### config.mk
export PLATFORM = sky130hd
export DESIGN_NAME = capture_pair
export DESIGN_NICKNAME = d
export VERILOG_FILES = /design/src/rtl/cap_pkg.sv /design/src/rtl/cap_sync.sv /design/src/rtl/cap_chan.sv /design/src/rtl/capture_pair.sv
export SDC_FILE = /design/constraint.sdc
export NUM_CORES = 1
export LEC_CHECK = 0
export BUFFER_PORTS_ARGS = -buffer_cell sky130_fd_sc_hd__buf_2
export CAP_MARGIN = 20
export CORE_MARGIN = 5
export CORE_UTILIZATION = 50
export DETAILED_ROUTE_END_ITERATION = 12
export PLACE_DENSITY = 0.79
export SLEW_MARGIN = 20
export SYNTH_ARGS = -nofsm -noshare
export SYNTH_HDL_FRONTEND = slang
export SYNTH_HIERARCHICAL = 1
export SYNTH_SLANG_ARGS = --single-unit
### constraint.sdc
create_clock -name clk -period 2.3 [get_ports clk]
set_input_delay 0.46 -clock clk [delete_from_list [all_inputs] [get_ports clk]]
set_output_delay 0.46 -clock clk [all_outputs]
set_load 0.01 [all_outputs]
### src/rtl/cap_pkg.sv
package cap_pkg;
   typedef enum logic [1:0] {
      EDGE_OFF  = 2'b00,
      EDGE_RISE = 2'b01,
      EDGE_FALL = 2'b10,
      EDGE_BOTH = 2'b11
   } edge_sel_e;

   localparam int unsigned NUM_CH   = 2;
   localparam int unsigned CTL_W    = 8;
   localparam int unsigned SEL_LSB  = 0;
   localparam int unsigned IEN_LSB  = 4;
   localparam int unsigned FLG_LSB  = 6;
   localparam logic [1:0]  ADR_CTL  = 2'd0;
   localparam logic [1:0]  ADR_CAP0 = 2'd1;
   localparam logic [1:0]  ADR_CAP1 = 2'd2;
endpackage

### src/rtl/cap_sync.sv
module cap_sync #(
   parameter int unsigned STAGES = 2
) (
   input  logic clk,
   input  logic rst_n,
   input  logic d,
   output logic q
);
   generate
      if (STAGES < 2) begin : g_bad
         $error("cap_sync: STAGES must be at least 2");
      end
   endgenerate

   logic [STAGES-1:0] chain;

   always_ff @(posedge clk or negedge rst_n) begin
      if (!rst_n) chain <= '0;
      else        chain <= {chain[STAGES-2:0], d};
   end

   assign q = chain[STAGES-1];
endmodule

### src/rtl/cap_chan.sv
module cap_chan
   import cap_pkg::*;
#(
   parameter int unsigned TMR_W  = 16,
   parameter int unsigned STAGES = 2
) (
   input  logic             clk,
   input  logic             rst_n,
   input  logic             pin,
   input  edge_sel_e        sel,
   input  logic [TMR_W-1:0] timer,
   input  logic             clr,
   output logic             hit,
   output logic             flag,
   output logic [TMR_W-1:0] cap
);
   logic smp, prev;

   cap_sync #(.STAGES(STAGES)) u_sync (
      .clk(clk), .rst_n(rst_n), .d(pin), .q(smp)
   );

   always_ff @(posedge clk or negedge rst_n) begin
      if (!rst_n) prev <= 1'b0;
      else        prev <= smp;
   end

   always_comb begin
      unique case (sel)
         EDGE_RISE: hit = smp & ~prev;
         EDGE_FALL: hit = ~smp & prev;
         EDGE_BOTH: hit = smp ^ prev;
         default:   hit = 1'b0;
      endcase
   end

   // a detected edge takes priority over a clearing write
   always_ff @(posedge clk or negedge rst_n) begin
      if (!rst_n) begin
         flag <= 1'b0;
         cap  <= '0;
      end else begin
         flag <= hit | (flag & ~clr);
         if (hit) cap <= timer;
      end
   end
endmodule

### src/rtl/capture_pair.sv
module capture_pair
   import cap_pkg::*;
#(
   parameter int unsigned TMR_W       = 16,
   parameter int unsigned SYNC_STAGES = 2
) (
   input  logic             clk,
   input  logic             rst_n,
   input  logic [TMR_W-1:0] timer_cnt,
   input  logic [1:0]       cap_pin,
   input  logic             reg_wr,
   input  logic [1:0]       reg_addr,
   input  logic [7:0]       reg_wdata,
   output logic [TMR_W-1:0] reg_rdata,
   output logic [1:0]       irq
);
   localparam int unsigned PAD_W = TMR_W - CTL_W;

   generate
      if (TMR_W < CTL_W) begin : g_bad_w
         $error("capture_pair: TMR_W must be at least 8");
      end
   endgenerate

   logic [NUM_CH-1:0][1:0]       es_q;
   logic [NUM_CH-1:0]            ien_q;
   logic [NUM_CH-1:0]            flag_v;
   logic [NUM_CH-1:0]            hit_v;
   logic [NUM_CH-1:0][TMR_W-1:0] cap_v;
   logic                         ctl_wr;
   logic [CTL_W-1:0]             ctl_rd;

   assign ctl_wr = reg_wr && (reg_addr == ADR_CTL);

   always_ff @(posedge clk or negedge rst_n) begin
      if (!rst_n) begin
         es_q  <= '0;
         ien_q <= '0;
      end else if (ctl_wr) begin
         for (int i = 0; i < NUM_CH; i++) begin
            es_q[i]  <= reg_wdata[SEL_LSB + 2*i +: 2];
            ien_q[i] <= reg_wdata[IEN_LSB + i];
         end
      end
   end

   generate
      for (genvar c = 0; c < NUM_CH; c++) begin : g_ch
         cap_chan #(.TMR_W(TMR_W), .STAGES(SYNC_STAGES)) u_chan (
            .clk   (clk),
            .rst_n (rst_n),
            .pin   (cap_pin[c]),
            .sel   (edge_sel_e'(es_q[c])),
            .timer (timer_cnt),
            .clr   (ctl_wr & ~reg_wdata[FLG_LSB + c]),
            .hit   (hit_v[c]),
            .flag  (flag_v[c]),
            .cap   (cap_v[c])
         );
         assign irq[c] = flag_v[c] & ien_q[c];
      end
   endgenerate

   assign ctl_rd = {flag_v, ien_q, es_q};

   always_comb begin
      unique case (reg_addr)
         ADR_CTL:  reg_rdata = {{PAD_W{1'b0}}, ctl_rd};
         ADR_CAP0: reg_rdata = cap_v[0];
         ADR_CAP1: reg_rdata = cap_v[1];
         default:  reg_rdata = '0;
      endcase
   end
endmodule

==> results of run 1 <==
-- per-stage QoR --
step | utilization (%) | instances
floorplan | - | 266
global placement | 55.9 | 369
detailed placement | 55.9 | 369
CTS | 57.5 | 377
global route | 57.5 | 377
finish | 57.5 | 377
-- area by class of cell --
class | instances | area share [%]
timing repair buffer | 62 | 10.9
clock buffer | 7 | 2.73
inverter | 6 | 0.711
sequential | 46 | 36.3
tap | 72 | 2.84
multi-input combinational | 183 | 46.3
clock inverter | 1 | 0.158
-- layer usage --
layer | wire [µm] | GRT usage [%]
met1 | 2980 | 26.8
met2 | 3330 | 30.6
met3 | 463 | 4.47
met4 | 235 | 8.63
met5 | 0 | 0
-- sequential cells by signal (all words and copies together) (netlist names) --
signal	flops
ctl_rd	4
g_ch.u_chan/cap	32
g_ch.u_chan/flag	2
g_ch.u_chan/prev	2
g_ch.u_chan/u_sync/chain	4
ien_q	2
-- placed cells by master (no fill, tap or decap), types with 8 or more instances in the layout --
cell type / count
buf_2: 48
o2bb2ai_1: 8
dfrtp_1: 46
nand3_1: 32
a22o_1: 8
a221o_1: 32
a21oi_1: 32
buf_4: 14
mux2i_1: 8
a21bo_2: 32
-- critical path: stages (launching register included) --
cell     delay (ns)
dfrtp_1        0.64
nor2b_1        0.14
nor3b_2        0.87
a221o_1        0.30
-- worst paths after layout --
kind	start	to	slack, ns	cells past startpoint
max	ctl_rd[3]$_DFFE_PN0P_	g_ch[1].u_chan/cap[0]$_DFFE_PN0P_	0.27	3
min	rst_n	g_ch[0].u_chan/cap[5]$_DFFE_PN0P_	0.24	2
max reg2reg	ctl_rd[3]$_DFFE_PN0P_	g_ch[1].u_chan/cap[0]$_DFFE_PN0P_	0.27	3
min reg2reg	g_ch[0].u_chan/u_sync/chain[0]$_DFF_PN0_	g_ch[0].u_chan/u_sync/chain[1]$_DFF_PN0_	0.35	0
max in group asynchronous	rst_n	g_ch[0].u_chan/cap[14]$_DFFE_PN0P_	1.67	2
min in group clk	cap_pin[1]	g_ch[1].u_chan/u_sync/chain[0]$_DFF_PN0_	0.26	1
-- power breakdown --
part	internal [mW]	switching, mW	total, mW
Clock	0.243	0.277	0.520
Combinational	0.726	0.517	1.24
Sequential	1.10	0.265	1.36
Total	2.06	1.06	3.12
==> impl_metrics.toml, run 1 <==
[clock_network]
insertion_delay_ns = 0.30
cts_buffer_depth = 2
cts_sinks = 46
clk_transition_reported_paths_ns = 0.09
cts_tree = "built"
cts-resized-gates = 0
post_cts_buffers = 0
numCtsBuffers = 5
hold_buffers = 0
ctsRootBufferMaster = "clkbuf_8"
htree_levels = 2

[flow_run]
drv_cap = 0

[logic_synthesis]
synth_nets = 301
netlist_area_mm2 = 0.00283
yosysWarnings = 6
syn_inst = 266
avgSynthCellArea_um2 = 10.7

[floorplanning]
row_count = 27
die_y_um = 85.3
die_x_um = 85.3
die-area_mm2 = 0.00727
core_area_mm2 = 0.00551
num_io_pins = 49
start_util_pct = 51.5

[global_route]
grt_overflow_total = 0
grt_pass1_vias = 2291
grt_pass1_wl_um = 11600
grt_use_total_pct = 19.9
antenna_found_initial = 0
grt_max_degree = 47

[routing]
postRouteWirelength_um = 7010
antenna_left = 0
drc_errors = 0
vias = 2373
first_pass_iters = 5
first_iter_violations = 210
vias_per_cell = 6.29
routed_wire_length_per_instance_um = 18.6

[setup_path]
cp-end-kind = "register"
arrival_ns = 2.26
crit_path_start_kind = "register"
cp.required_ns = 2.53
path_class = "reg -> reg"
crit_fanout = 16

[sta]
relSlewSlack_pct = 28.4
setup_tns_ns = 0
post-route-period-util_pct = 88.2
rsz0062_at_grt = "false"
hold_violations = 0
slew_violations = 0
whs_ns = 0.241
fin_ws_ns = 0.272
fmax_mhz = 493
finClkSkew_ns = 0.00753
setup_viol = 0
fin_crit_ns = 2.03
tightest_slew_ns = 1.07

[min_path]
hp-class = "in -> async"

[cells_and_area]
drive_gt1_share_pct = 36.7
diodes = 0
multi_input_area_mm2 = 0.00147
finalInstanceArea_mm2 = 0.00317
fillers = 455
seqCellArea_mm2 = 0.00115
area_delta_synth_final_pct = 11.8
fin_nets = 339

[power_and_ir_drop]
power.density_mw_per_mm2 = 986
vdd_ir_drop_max_v = 0.000513
p_leak_nw = 1.44
power.total_mw = 3.12

[place]
hpwl_um = 4610
place.gp.congestion = 0.851
port_buffers = 48
post-place-ws_ns = 0.311
post_dp_cell_area_mm2 = 0.00308

[outcome]
status = "finished, final reports clean"
(Power assumes the default switching activity.)
==> run 2, diff against run 1 <==
--- a/config.mk
+++ b/config.mk
@@ -10,9 +10,9 @@
 export CORE_MARGIN = 5
 export CORE_UTILIZATION = 50
 export DETAILED_ROUTE_END_ITERATION = 12
-export PLACE_DENSITY = 0.79
+export PLACE_DENSITY = 0.8
+export SETUP_SLACK_MARGIN = 0.05
 export SLEW_MARGIN = 20
 export SYNTH_ARGS = -nofsm -noshare
 export SYNTH_HDL_FRONTEND = slang
-export SYNTH_HIERARCHICAL = 1
 export SYNTH_SLANG_ARGS = --single-unit
==> run 2 against run 1 <==
Effect of this change: power decreased by 4.6%; global-route usage increased by 1.1 points; via count decreased by 12%; first-iteration DRC count decreased by 33%; non-clock buffer count decreased by 3; sequential power decreased by 3%; utilization increased by 1.6 points; wire length decreased by 8.4%; clock power increased by 16%; largest cell class unchanged; highest routed layer unchanged.
==> impl_metrics.toml, run 2 <==
[outcome]
status = "finished, final reports clean"

[cells_and_area]
area_delta_synth_final_pct = 15.0
fillers = 434
final_common_cell = "buf_2"
fin_nets = 316
drive_gt1_share_pct = 34.0
diodes = 0
layout_common_cells = "buf_2 (48), dfrtp_1 (46), a21oi_1 (25)"
top_register = "g_ch.u_chan.cap"
largest_reg_flops = 32

[logic_synthesis]
avgSynthCellArea_um2 = 11.0
ys_async_sr_fraction_pct = 100
netlist_top_cells_area = "dfrtp_1 (44%), a21bo_2 (8.8%), a221o_1 (8.8%)"
synth_top_area_share_pct = 43.8
synth_nets = 274
netlist_area_mm2 = 0.00263
synth_edf_count = 0
yosysSeqAreaShare_pct = 43.8
synthTopCellsByCount = "dfrtp_1 (46), a21oi_1 (25), a21bo_2 (23), a221o_1 (23), nand3_1 (23)"
yosysMostFrequentCell = "dfrtp_1"
syn_inst = 239
ys_seq_elements = 46
synthFlopType = "dfrtp_1"
yosysUniqueCellTypes = 27
yosysWarnings = 0
synth_top_area_cell = "dfrtp_1"

[power_and_ir_drop]
vdd_ir_drop_max_v = 0.000417
swShare_pct = 32.8
power.density_mw_per_mm2 = 986
pwr-share-clk_pct = 20.3
p_seq_share_pct = 44.3
power_switching_uw = 976
intPower_mw = 2.00
comb_power_share_pct = 35.4
p_leak_nw = 1.37

[setup_path]
path_cells = "buf_2 > buf_4 > nor2b_1 > buf_4 > nand2_1 > o21ai_1 > buf_2"
slowest_stage = "nor2b_1"
cp-end-kind = "output pin"
max_stage_delay_ns = 0.22
crit_buf_inv = 4
arrival_ns = 1.56
path_class = "in -> out"
crit_family = "buffers and inverters"
crit_fanout = 10
crit_path_start_kind = "input port"
cp.required_ns = 1.84

[clock_network]
numCtsBuffers = 5
post_cts_buffers = 0
ctsRootBufferMaster = "clkbuf_8"
cts_buffer_depth = 2
cts_sinks = 46
clk_transition_reported_paths_ns = 0.09
insertion_delay_ns = 0.30
hold_buffers = 0
htree_levels = 2
cts_tree = "built"
cts-resized-gates = 0

[floorplanning]
die_y_um = 82.5
core_area_mm2 = 0.00511
num_io_pins = 49
die_x_um = 82.5
die-area_mm2 = 0.00680
start_util_pct = 51.4
row_count = 26

[global_route]
grt_overflow_total = 0
grt_max_degree = 36
antenna_found_initial = 0
grt_pass1_wl_um = 10900
grt_pass1_vias = 2208
grt_use_total_pct = 21.0

[min_path]
hp-class = "in -> async"

[routing]
first_iter_violations = 140
vias = 2080
postRouteWirelength_um = 6420
first_pass_iters = 4
routed_wire_length_per_instance_um = 18.2
antenna_left = 0
drc_errors = 0
vias_per_cell = 5.91

[sta]
fin_crit_ns = 2.02
setup_viol = 0
fmax_mhz = 496
slew_violations = 0
hold_violations = 0
tightest_slew_ns = 0.947
post-route-period-util_pct = 87.7
setup_tns_ns = 0
rsz0062_at_grt = "false"
finClkSkew_ns = 0.00779
relSlewSlack_pct = 36.7
whs_ns = 0.249

[place]
hpwl_um = 4510
place.gp.congestion = 0.880
port_buffers = 48

[flow_run]
drv_cap = 0
-- run 2: changes by cell type in the layout (fill, tap and decap cells not counted), moves of 8 or more --
cell       before  now
mux2_1          0   15
o21ai_1         0   12
a21bo_2        32   23
a221o_1        32   23
nand3_1        32   23
o2bb2ai_1       8    0
-- run 2: area by class of cell --
class,count,area (µm²),share of cell area [%]
multi-input cells,165,1340,44.3
clock inverters,1,30.0,0.994
repair buffers,59,323,10.7
clock buffers,7,76.3,2.53
well taps,70,87.6,2.90
inverters,4,15.0,0.497
flip-flops and latches,46,1150,38.1
-- run 2: routing by layer --
metal,part of all wire (%),global-route usage (%)
met2,50,34.6
met3,3.9,3.58
met4,1.9,8.33
met1,44,27.3
met5,0,0
-- run 2: logic make-up (layout without fill, tap and decap cells) --
logic type	after synthesis	count (layout)	share of synthesized area, %
flops	46	46	43.8
fa+ha+maj	4	4	1.90
buf+inv	28	71	5.29
simple gates	43	43	9.95
mux	23	23	9.48
compound gates	95	95	29.6
-- run 2: through the flow --
step,worst slack [ns],cells,area [µm²],util [%],power [mW]
6_report,0.283,352,3020,59.1,2.98
5_1_grt,0.182,352,3020,59.1,3.17
4_1_cts,0.273,352,3020,59.1,2.98
3_5_place_dp,0.272,344,2910,57.1,2.38
2_1_floorplan,0.670,239,2630,-,2.08
3_3_place_gp,0.324,344,2910,57.1,2.34
-- run 2: final timing paths --
kind,start,to,slack [ns],cells after the start
max in group asynchronous,rst_n,g_ch[1].u_chan.cap[14]$_DFFE_PN0P_,1.41,2
worst max-delay path,reg_addr[0],reg_rdata[4],0.28,7
worst min register to register,g_ch[0].u_chan.u_sync.chain[0]$_DFF_PN0_,g_ch[0].u_chan.u_sync.chain[1]$_DFF_PN0_,0.36,0
worst max register to register,g_ch[0].u_chan.u_sync.chain[1]$_DFF_PN0_,g_ch[0].u_chan.cap[11]$_DFFE_PN0P_,0.31,4
worst min-delay path,rst_n,g_ch[1].u_chan.prev$_DFF_PN0_,0.25,1
min in group clk,cap_pin[0],g_ch[0].u_chan.u_sync.chain[0]$_DFF_PN0_,0.26,1
-- run 2: power groups by stage --
stage | registers [mW] | logic, mW | clock network, mW
finish | 1.32 | 1.05 | 0.603
global route | 1.36 | 1.16 | 0.643
CTS | 1.32 | 1.06 | 0.606
detailed placement | 1.32 | 1.06 | 0
global placement | 1.32 | 1.02 | 0
floorplan | 1.21 | 0.866 | 0
